===== src/rtl/rfid_seq_pkg.sv =====
package rfid_seq_pkg;

  localparam logic [1:0] SRC_USER = 2'd0;
  localparam logic [1:0] SRC_ROM  = 2'd1;
  localparam logic [1:0] SRC_CFG  = 2'd2;

  // strobes from the controller to the datapath
  typedef struct packed {
    logic run;         // readout or burst active (out of reset)
    logic ack;         // acknowledge burst in progress
    logic ackLevel;    // burst square-wave level
    logic advance;     // normal stepping this cycle
    logic midEdge;     // last cycle of the first half-bit
    logic endEdge;     // last cycle of the bit
    logic secondHalf;  // current cycle lies in the second half-bit
    logic restart;     // next edge starts again at bit 0
  } seqStrobe_t;

endpackage


===== src/rtl/rfid_seq_ctrl.sv =====
module rfid_seq_ctrl
  import rfid_seq_pkg::*;
#(
  parameter int SLOW_PERIOD = 64,
  parameter int FAST_PERIOD = 32,
  parameter int WORDS       = 8,
  parameter int WORD_BITS   = 16,
  parameter int ROM_BITS    = 64,
  localparam int FRAME_BITS = WORDS * WORD_BITS,
  localparam int IDX_W      = $clog2(FRAME_BITS)
) (
  input  logic             clk,
  input  logic             rstN,
  input  logic             fastRate,
  input  logic [1:0]       srcSel,
  input  logic             ackReq,
  output seqStrobe_t       strb,
  output logic [IDX_W-1:0] bitIdx,
  output logic [1:0]       curSrc,
  output logic             cycleDone
);

  localparam int PH_W   = $clog2(SLOW_PERIOD);
  localparam int ACK_W  = $clog2(2 * SLOW_PERIOD);
  localparam int Q_SLOW = $clog2(SLOW_PERIOD / 4);
  localparam int Q_FAST = $clog2(FAST_PERIOD / 4);

  logic             runR;
  logic             ackR;
  logic [PH_W-1:0]  phaseCnt;
  logic [ACK_W-1:0] ackCnt;

  logic [PH_W-1:0]  lastPh;
  logic [PH_W-1:0]  halfPh;
  logic [ACK_W-1:0] ackLast;
  logic [IDX_W-1:0] lastIdx;
  logic             srcChange;
  logic             ackDone;
  logic             advance;

  always_comb begin
    lastPh    = fastRate ? PH_W'(FAST_PERIOD - 1) : PH_W'(SLOW_PERIOD - 1);
    halfPh    = fastRate ? PH_W'(FAST_PERIOD / 2 - 1) : PH_W'(SLOW_PERIOD / 2 - 1);
    ackLast   = fastRate ? ACK_W'(2 * FAST_PERIOD - 1) : ACK_W'(2 * SLOW_PERIOD - 1);
    lastIdx   = (curSrc == SRC_ROM) ? IDX_W'(ROM_BITS - 1) : IDX_W'(FRAME_BITS - 1);
    ackDone   = ackR && (ackCnt == ackLast);
    srcChange = runR && !ackR && !ackReq && (srcSel != curSrc);
    advance   = runR && !ackR && !ackReq && !srcChange;
    cycleDone = advance && (phaseCnt == lastPh) && (bitIdx == lastIdx);
  end

  always_ff @(posedge clk or negedge rstN) begin
    if (!rstN) begin
      runR     <= 1'b0;
      ackR     <= 1'b0;
      ackCnt   <= '0;
      phaseCnt <= '0;
      bitIdx   <= '0;
      curSrc   <= SRC_USER;
    end else if (!runR) begin
      runR     <= 1'b1;
      curSrc   <= srcSel;
      phaseCnt <= '0;
      bitIdx   <= '0;
    end else if (ackR) begin
      if (ackDone) begin
        ackR     <= 1'b0;
        ackCnt   <= '0;
        phaseCnt <= '0;
        bitIdx   <= '0;
        curSrc   <= srcSel;
      end else begin
        ackCnt <= ackCnt + 1'b1;
      end
    end else if (ackReq) begin
      ackR   <= 1'b1;
      ackCnt <= '0;
    end else if (srcChange) begin
      curSrc   <= srcSel;
      phaseCnt <= '0;
      bitIdx   <= '0;
    end else if (phaseCnt == lastPh) begin
      phaseCnt <= '0;
      bitIdx   <= (bitIdx == lastIdx) ? '0 : bitIdx + 1'b1;
    end else begin
      phaseCnt <= phaseCnt + 1'b1;
    end
  end

  always_comb begin
    strb.run        = runR;
    strb.ack        = ackR;
    strb.ackLevel   = fastRate ? ackCnt[Q_FAST] : ackCnt[Q_SLOW];
    strb.advance    = advance;
    strb.midEdge    = (phaseCnt == halfPh);
    strb.endEdge    = (phaseCnt == lastPh);
    strb.secondHalf = (phaseCnt > halfPh);
    strb.restart    = !runR || ackDone || srcChange;
  end

  // index stays inside the frame of the current source
  a_r2_idx_bound: assert property (@(posedge clk) disable iff (!rstN)
    runR |-> (bitIdx <= lastIdx));

  // phase never passes the bit length of the selected rate
  a_r1_phase_bound: assert property (@(posedge clk) disable iff (!rstN)
    runR |-> (phaseCnt <= lastPh));

  // a pass end is followed by bit 0, field period 0
  a_r8_wrap_after_done: assert property (@(posedge clk) disable iff (!rstN)
    cycleDone |=> (bitIdx == '0 && phaseCnt == '0));

  // a burst either continues or hands over to bit 0
  a_r9_ack_exit: assert property (@(posedge clk) disable iff (!rstN)
    ackR |=> (ackR || (bitIdx == '0 && phaseCnt == '0)));

endmodule


===== src/rtl/rfid_seq_dpath.sv =====
module rfid_seq_dpath
  import rfid_seq_pkg::*;
#(
  parameter int WORDS     = 8,
  parameter int WORD_BITS = 16,
  parameter int ROM_BITS  = 64,
  localparam int FRAME_BITS = WORDS * WORD_BITS,
  localparam int IDX_W      = $clog2(FRAME_BITS),
  localparam int BIT_W      = $clog2(WORD_BITS),
  localparam int ADDR_W     = $clog2(WORDS),
  localparam int ROM_W      = $clog2(ROM_BITS)
) (
  input  logic                 clk,
  input  logic                 rstN,
  input  logic                 biPhase,
  input  seqStrobe_t           strb,
  input  logic [IDX_W-1:0]     bitIdx,
  input  logic [1:0]           curSrc,
  input  logic [WORD_BITS-1:0] memRdData,
  input  logic [ROM_BITS-1:0]  romData,
  input  logic [WORD_BITS-1:0] cfgWord,
  output logic [ADDR_W-1:0]    wordAddr,
  output logic                 modLevel
);

  logic [BIT_W-1:0] bitSel;
  logic             dataBit;
  logic             bpLevel;
  logic             encLevel;

  always_comb begin
    wordAddr = bitIdx[IDX_W-1:BIT_W];
    bitSel   = bitIdx[BIT_W-1:0];
    case (curSrc)
      SRC_ROM: dataBit = romData[bitIdx[ROM_W-1:0]];
      SRC_CFG: dataBit = (bitIdx < IDX_W'(WORD_BITS)) ? cfgWord[bitSel] : 1'b0;
      default: dataBit = memRdData[bitSel];
    endcase
  end

  // bi-phase level: flips at each bit end, and at mid-bit for a zero
  always_ff @(posedge clk or negedge rstN) begin
    if (!rstN) begin
      bpLevel <= 1'b0;
    end else if (strb.restart) begin
      bpLevel <= 1'b0;
    end else if (strb.advance) begin
      if (strb.endEdge || (strb.midEdge && !dataBit)) begin
        bpLevel <= ~bpLevel;
      end
    end
  end

  always_comb begin
    encLevel = biPhase ? bpLevel : (dataBit ^ strb.secondHalf);
    if (!strb.run)     modLevel = 1'b1;
    else if (strb.ack) modLevel = strb.ackLevel;
    else               modLevel = encLevel;
  end

  // Manchester output inverts across the mid-bit edge
  a_r4_manchester_mid: assert property (@(posedge clk) disable iff (!rstN)
    (strb.advance && strb.midEdge && !biPhase) |=> (modLevel != $past(modLevel)));

  // bi-phase output inverts across every bit boundary
  a_r5_biphase_edge: assert property (@(posedge clk) disable iff (!rstN)
    (strb.advance && strb.endEdge && biPhase) |=> (modLevel != $past(modLevel)));

endmodule


===== src/rtl/rfid_readout_seq.sv =====
module rfid_readout_seq
  import rfid_seq_pkg::*;
#(
  parameter int SLOW_PERIOD = 64,
  parameter int FAST_PERIOD = 32,
  parameter int WORDS       = 8,
  parameter int WORD_BITS   = 16,
  parameter int ROM_BITS    = 64
) (
  input  logic                     clk,
  input  logic                     rstN,
  input  logic [1:0]               srcSel,
  input  logic                     biPhase,
  input  logic                     fastRate,
  input  logic                     ackReq,
  input  logic [WORD_BITS-1:0]     memRdData,
  input  logic [ROM_BITS-1:0]      romData,
  input  logic [WORD_BITS-1:0]     cfgWord,
  output logic [$clog2(WORDS)-1:0] wordAddr,
  output logic                     modLevel,
  output logic                     cycleDone
);

  localparam int IDX_W = $clog2(WORDS * WORD_BITS);

  seqStrobe_t       strb;
  logic [IDX_W-1:0] bitIdx;
  logic [1:0]       curSrc;

  rfid_seq_ctrl #(
    .SLOW_PERIOD(SLOW_PERIOD), .FAST_PERIOD(FAST_PERIOD),
    .WORDS(WORDS), .WORD_BITS(WORD_BITS), .ROM_BITS(ROM_BITS)
  ) ctrl_i (
    .clk(clk), .rstN(rstN), .fastRate(fastRate), .srcSel(srcSel),
    .ackReq(ackReq), .strb(strb), .bitIdx(bitIdx), .curSrc(curSrc),
    .cycleDone(cycleDone)
  );

  rfid_seq_dpath #(
    .WORDS(WORDS), .WORD_BITS(WORD_BITS), .ROM_BITS(ROM_BITS)
  ) dpath_i (
    .clk(clk), .rstN(rstN), .biPhase(biPhase), .strb(strb),
    .bitIdx(bitIdx), .curSrc(curSrc), .memRdData(memRdData),
    .romData(romData), .cfgWord(cfgWord), .wordAddr(wordAddr),
    .modLevel(modLevel)
  );

  // load released and no pass pulse while reset is held
  a_r7_reset_released: assert property (@(negedge clk)
    !rstN |-> (modLevel && !cycleDone));

endmodule


===== config.mk =====
export PLATFORM = sky130hd
export DESIGN_NAME = rfid_readout_seq
export DESIGN_NICKNAME = d
export VERILOG_FILES = /design/src/rtl/rfid_seq_pkg.sv /design/src/rtl/rfid_seq_ctrl.sv /design/src/rtl/rfid_seq_dpath.sv /design/src/rtl/rfid_readout_seq.sv
export SDC_FILE = /design/constraint.sdc
export NUM_CORES = 1
export LEC_CHECK = 0
export BUFFER_PORTS_ARGS = -buffer_cell sky130_fd_sc_hd__buf_4
export CAP_MARGIN = 15
export CORE_MARGIN = 5
export CORE_UTILIZATION = 48
export CTS_CLUSTER_DIAMETER = 80
export CTS_CLUSTER_SIZE = 25
export DETAILED_ROUTE_END_ITERATION = 6
export PLACE_DENSITY = 0.93
export SLEW_MARGIN = 5
export SYNTH_ARGS = -nofsm -noshare
export SYNTH_HDL_FRONTEND = slang
export SYNTH_SLANG_ARGS = --single-unit
export TNS_END_PERCENT = 10

===== constraint.sdc =====
create_clock -name clk -period 4.3 [get_ports clk]
set_input_delay 0.43 -clock clk [delete_from_list [all_inputs] [get_ports clk]]
set_output_delay 0.43 -clock clk [all_outputs]
set_load 0.02 [all_outputs]

**After elaboration in Yosys (flattened, before gate mapping)**

Cells that the tools add are included.

- Eq/ne operators: 11
- Bitwise operators: 2
- Magnitude comparators: 4
- Mux-type cells: 43
- Reductions and logical operators: 24
- Add/subtract/negate cells: 3

Operator list:

| operator | count |
|---|---|
| $mux W7 | 12 |
| $mux W6 | 7 |
| $add A7 B1 Y7 const B | 2 |
| $eq A7 B7 Y1 | 2 |
| $mux W1 | 14 |
| $eq A6 B6 Y1 | 2 |
| $mux W2 | 5 |
| $ne A3 B3 Y1 const B | 3 |
| $bmux W1 S4 | 2 |
| $logic_and A1 B1 Y1 | 8 |
| $lt A6 B7 Y1 const B | 1 |
| $lt A7 B5 Y1 const B | 1 |
| $add A6 B1 Y6 const B | 1 |
| $bmux W1 S6 | 1 |
| $gt A6 B6 Y1 | 1 |
| $reduce_and A2 Y1 | 3 |
| $reduce_and A3 Y1 | 2 |
| $reduce_bool A2 Y1 | 3 |
| $logic_not A1 Y1 | 5 |
| $lt A4 B5 Y1 const B | 1 |
| $mux W5 | 1 |
| $ne A4 B3 Y1 const B | 1 |
| $logic_or A1 B1 Y1 | 3 |
| $eq A2 B1 Y1 const B | 1 |
| 5 further kinds | 5 |

- Output and inout bits: 5
- Input bits: 103
- Word-level logic and storage cells: 94
- Register bits after elaboration: 25

**Longest topological paths before layout**

- Word-level depth: 10
- Mapped depth: 10

**Modules after synthesis**

A second synthesis with hierarchy kept.

- Cells, all modules: 250
- Area total of the unflattened synthesis: 2547.4 um2

By module, submodules not included:

| module | sequential area each (um2) | area each (um2) | cells each | times used |
|---|---|---|---|---|
| rfid_seq_ctrl | 600.6 | 1447.6 | 152 | 1 |
| rfid_seq_dpath | 25.0 | 1099.8 | 98 | 1 |

**Worst setup path before layout**

No wires, ideal clock.

- Kind: reg2out
- From: register ctrl_i.bitIdx[0]
- To: output modLevel
- Arrival: 2316 ps
- Path buffers: 3
- Setup slack: 1554 ps
- Cell stages (with the launch flop): 11
- Cells stage by stage: dfrtp_1 -> buf_6 -> buf_2 -> buf_2 -> mux2i_1 -> a22oi_1 -> o211ai_1 -> a21oi_1 -> a311oi_2 -> xnor2_1 -> o311ai_2

- Word-level cells in the longest chain between the ends: 8
- Elaborated cells between the ends (all ways): 13
- Those cells by class: 1 x order compare; 11 x mux; 1 x bitwise

RTL lines:

| element | line | source |
|---|---|---|
| from (decl) | rfid_seq_ctrl.sv:18 | `output logic [IDX_W-1:0] bitIdx,` |
| from (signal assigned) | rfid_seq_ctrl.sv:84 | `bitIdx <= (bitIdx == lastIdx) ? '0 : bitIdx + 1'b1;` |
| branches (longest 3 deep; another with $bmux W1 S6) | - |  |
| $pmux W1 S2 * | rfid_seq_dpath.sv:34 | `case (curSrc)` |
| $xor A1 B1 Y1 * | rfid_seq_dpath.sv:55 | `encLevel = biPhase ? bpLevel : (dataBit ^ strb.secondHalf);` |
| $mux W1 * | rfid_seq_dpath.sv:55 |  |
| $mux W1 * | rfid_seq_dpath.sv:57 | `else if (strb.ack) modLevel = strb.ackLevel;` |
| $mux W1 * | rfid_seq_dpath.sv:56 | `if (!strb.run) modLevel = 1'b1;` |
| to (decl) | rfid_readout_seq.sv:20 | `output logic modLevel,` |

Mark *: on every way between the ends. The select of a mux whose other input is x is not followed.

**Final worst setup path**

Ends and elaborated chain as after synthesis.

==> impl_metrics.tcl <==
set metrics [dict create \
    io_pins 108 \
    setup.worst_path.class "reg -> out" \
    synth_top_family_by_area "multiplexers" \
    ys_types 43 \
    p_leak_nw 1.42 \
    muxShareOfSynthArea_pct 24.7 \
    grt-busiest-layer "met2" \
    power.internal_mw 0.502 \
    timing.slew.headroom_pct 43.5 \
    synth-simple-area-share_pct 15.5 \
    synth_adder_area_share_pct 3.23 \
    overflow 0 \
    async_flop_share_pct 100 \
    cts_sinks 25 \
    grt_pass1_wl_um 11400 \
    fillCellCount 361 \
    syn_area_per_cell_um2 8.88 \
    ir_drop_mv 0.153 \
    cp_num_buf_inv 2 \
    gp_congestion 0.905 \
    dp_cells 420 \
    syn_area_um2 2330 \
    postCtsSetupBuffers 0 \
    worst_pin_slew_ps 848 \
    crit_top_cell "buf_4" \
    vias_per_cell 5.82 \
    synth-seq-cells 25 \
    postRouteAntennaNets 0 \
    drtIter0Drc 168 \
    die_area_um2 6340 \
    grt_setup_unrepaired "no" \
    drive_gt1_share_pct 36.4 \
    slowest_delay_ps 560 \
    fp.coreArea_um2 4720 \
    clk_pin_slew_worst_paths_ps 80 \
    end_kind "output pin" \
    status "completed" \
    pwr-share-seq_pct 38.2 \
    crit_required_ps 3870 \
    grt_use_met3_pct 3.27 \
    crit_start "ctrl_i.bitIdx[0]" \
    crit_path_max_fanout 38 \
    insertion_delay_ps 260 \
    synth_compound_area_share_pct 20.8 \
    finalHoldViolations 0 \
    grt_antenna_before_repair 0 \
    wl_um 6920 \
    critical_path_depth 8 \
    synth_top_area_share_pct 26.9 \
    yosys.cell_count.top_type "mux2i_1" \
    synthXorXnorAreaFrac_pct 3.39 \
    final.setup.tns_ps 0 \
    synth.yosys.warnings 0 \
    switching_share_pct 32.5 \
    portBuffers 107 \
    critPathCapture "modLevel" \
    grt_pass1_vias 2492 \
    design_area_um2 3180 \
    initial_core_util_pct 49.3 \
    hold_buffers 0 \
    wl_per_cell_um 16.3 \
    insertedDiodeCount 0 \
    yosys.area.top_type "dfrtp_1" \
    cts_inserted_buffers 3 \
    tritoncts "done" \
    dp_hpwl_um 5640 \
    grt_use_met1_pct 26.0 \
    p_switching_mw 0.242 \
    postSynthCellCount 262 \
    met2_usage_pct 41.1 \
    cap_violations 0 \
    max_freq_mhz 283 \
    grt_max_degree 39 \
    syn_nets 371 \
    htreeDepth 1 \
    ys_seq_area_share_pct 26.9 \
    cts-root-buf "clkbuf_8" \
    combinationalPowerShare_pct 43.6 \
    track_usage_pct 22.2 \
    placed_area_um2 3130 \
    synthFlopType "dfrtp_1" \
    rr_worst_depth 7 \
    fin_nets 467 \
    synth.top_cells.by_count "mux2i_1, dfrtp_1, o21ai_0, nand2_1, nor2_1" \
    rows 25 \
    route.detailed.drc 0 \
    final-max-slew-violation-count 0 \
    clkPwrFrac_pct 18.3 \
    fin_cells 424 \
    min_period_ps 3540 \
    worstSetupStartpointType "flop" \
    die_w_um 79.6 \
    clk_path_buf_depth 2 \
    post_cts_resize_count 0 \
    pwr_density_cell_nw_per_um2 234 \
    slowest_stage "mux4_2" \
    die_y_um 79.6 \
    yosys-top-cells-area "dfrtp_1, mux2i_1, mux4_2" \
    crit_family "compound AO/OA/AOI/OAI gates" \
    path_cells "buf_4 > mux4_2 > o211ai_1 > a21oi_1 > a311oi_2 > xnor2_1 > o311ai_2 > buf_4" \
    skew_ps 1.69 \
    min_period_over_period_pct 82.2 \
    firstDrtPassIters 4 \
    finalSetupViolCount 0 \
    r2r-end "dpath_i.bpLevel" \
    synth_edf_count 0 \
    rrSetupSlack_ps 1510 \
    r2r-start "ctrl_i.bitIdx[0]" \
    critPathArrivalTime_ps 3110 \
    vias 2469 \
    hold_path_class "in -> async" \
    area_growth_pct 36.5 \
]
## kinds of logic after synthesis
logic type,after synthesis
AOI/OAI and AO/OA,73
and+or+nand+nor,75
adders and majority gates,6
DFF,25
xor gates and xnor gates,9
muxes,48
buffers and inverters,25
other,1
## layer usage
| layer | routed length, um | vias to the layer above |
|---|---|---|
| li1 | - | 1168 |
| met1 | 2610 | 1162 |
| met4 | 238 | 0 |
| met2 | 3640 | 116 |
| met3 | 433 | 23 |
| met5 | 0 | - |
## worst register-to-register path: cells and delay by family, from the launching register on
family	cells	cell delay, ps
compound gates	4	800
buf+inv	1	540
mux	2	790
flops	1	530
## cells in the final DEF (no fill, tap or decap), types with 2 or more instances in the layout
| master | count |
|---|---|
| a211oi_1 | 5 |
| a21o_1 | 3 |
| a21oi_1 | 13 |
| a22o_1 | 2 |
| a22oi_1 | 16 |
| and2_1 | 2 |
| and3_1 | 4 |
| buf_4 | 109 |
| clkbuf_8 | 3 |
| dfrtp_1 | 24 |
| ha_1 | 6 |
| inv_1 | 7 |
| mux2_2 | 5 |
| mux2i_1 | 36 |
| mux4_2 | 7 |
| nand2_1 | 21 |
| nand2b_1 | 3 |
| nand3_1 | 13 |
| nor2_1 | 17 |
| nor2b_1 | 4 |
| nor3_1 | 2 |
| nor4_1 | 2 |
| o211a_1 | 2 |
| o21ai_0 | 23 |
| o31ai_1 | 3 |
| or2_2 | 2 |
| or3_1 | 2 |
| xnor2_1 | 5 |
| xor2_1 | 4 |
## power by group through the flow
stage	Clock, mW	Combinational (mW)	Sequential (mW)
after floorplan	0	0.227	0.272
after global placement	0	0.312	0.287
after detailed placement	0	0.323	0.289
after CTS	0.141	0.325	0.284
after global routing	0.150	0.357	0.289
final	0.136	0.324	0.284
## worst min-delay path by stage
stage | to | start
floorplan | ctrl_i.ackCnt[0] | rstN
detailed placement | ctrl_i.ackCnt[1] | rstN
global route | ctrl_i.ackCnt[0] | rstN
CTS | dpath_i.bpLevel | rstN
global placement | ctrl_i.ackCnt[0] | rstN
finish | ctrl_i.ackCnt[1] | rstN
## state kept, by name, summed over array words and instances (netlist names)
name / cells
ctrl_i.ackCnt: 7
ctrl_i.bitIdx: 7
ctrl_i.runR: 1
ctrl_i.ackR: 1
ctrl_i.curSrc: 2
dpath_i.bpLevel: 1
ctrl_i.phaseCnt: 6
## stage by stage
stage          hold slack (ps)  util [%]  power, mW  setup WS [ps]
6_report                  49.8      67.3      0.744            764
5_1_grt                   64.3      67.3      0.796            532
4_1_cts                   59.3      67.3      0.749            730
3_5_place_dp               351      66.3      0.612           1030
3_3_place_gp               352      66.3      0.599           1070
2_1_floorplan              134         -      0.499           1550
## layout make-up
type                    instances  area (um2)  share of cell area [%]
clock buffers                   4        45.0                    1.42
flip-flops and latches         25         627                    19.7
repair buffers                109         818                    25.8
inverters                       7        26.3                   0.827
well taps                      67        83.8                    2.64
multi-input cells             212        1580                    49.6
(Power assumes the default switching activity.)
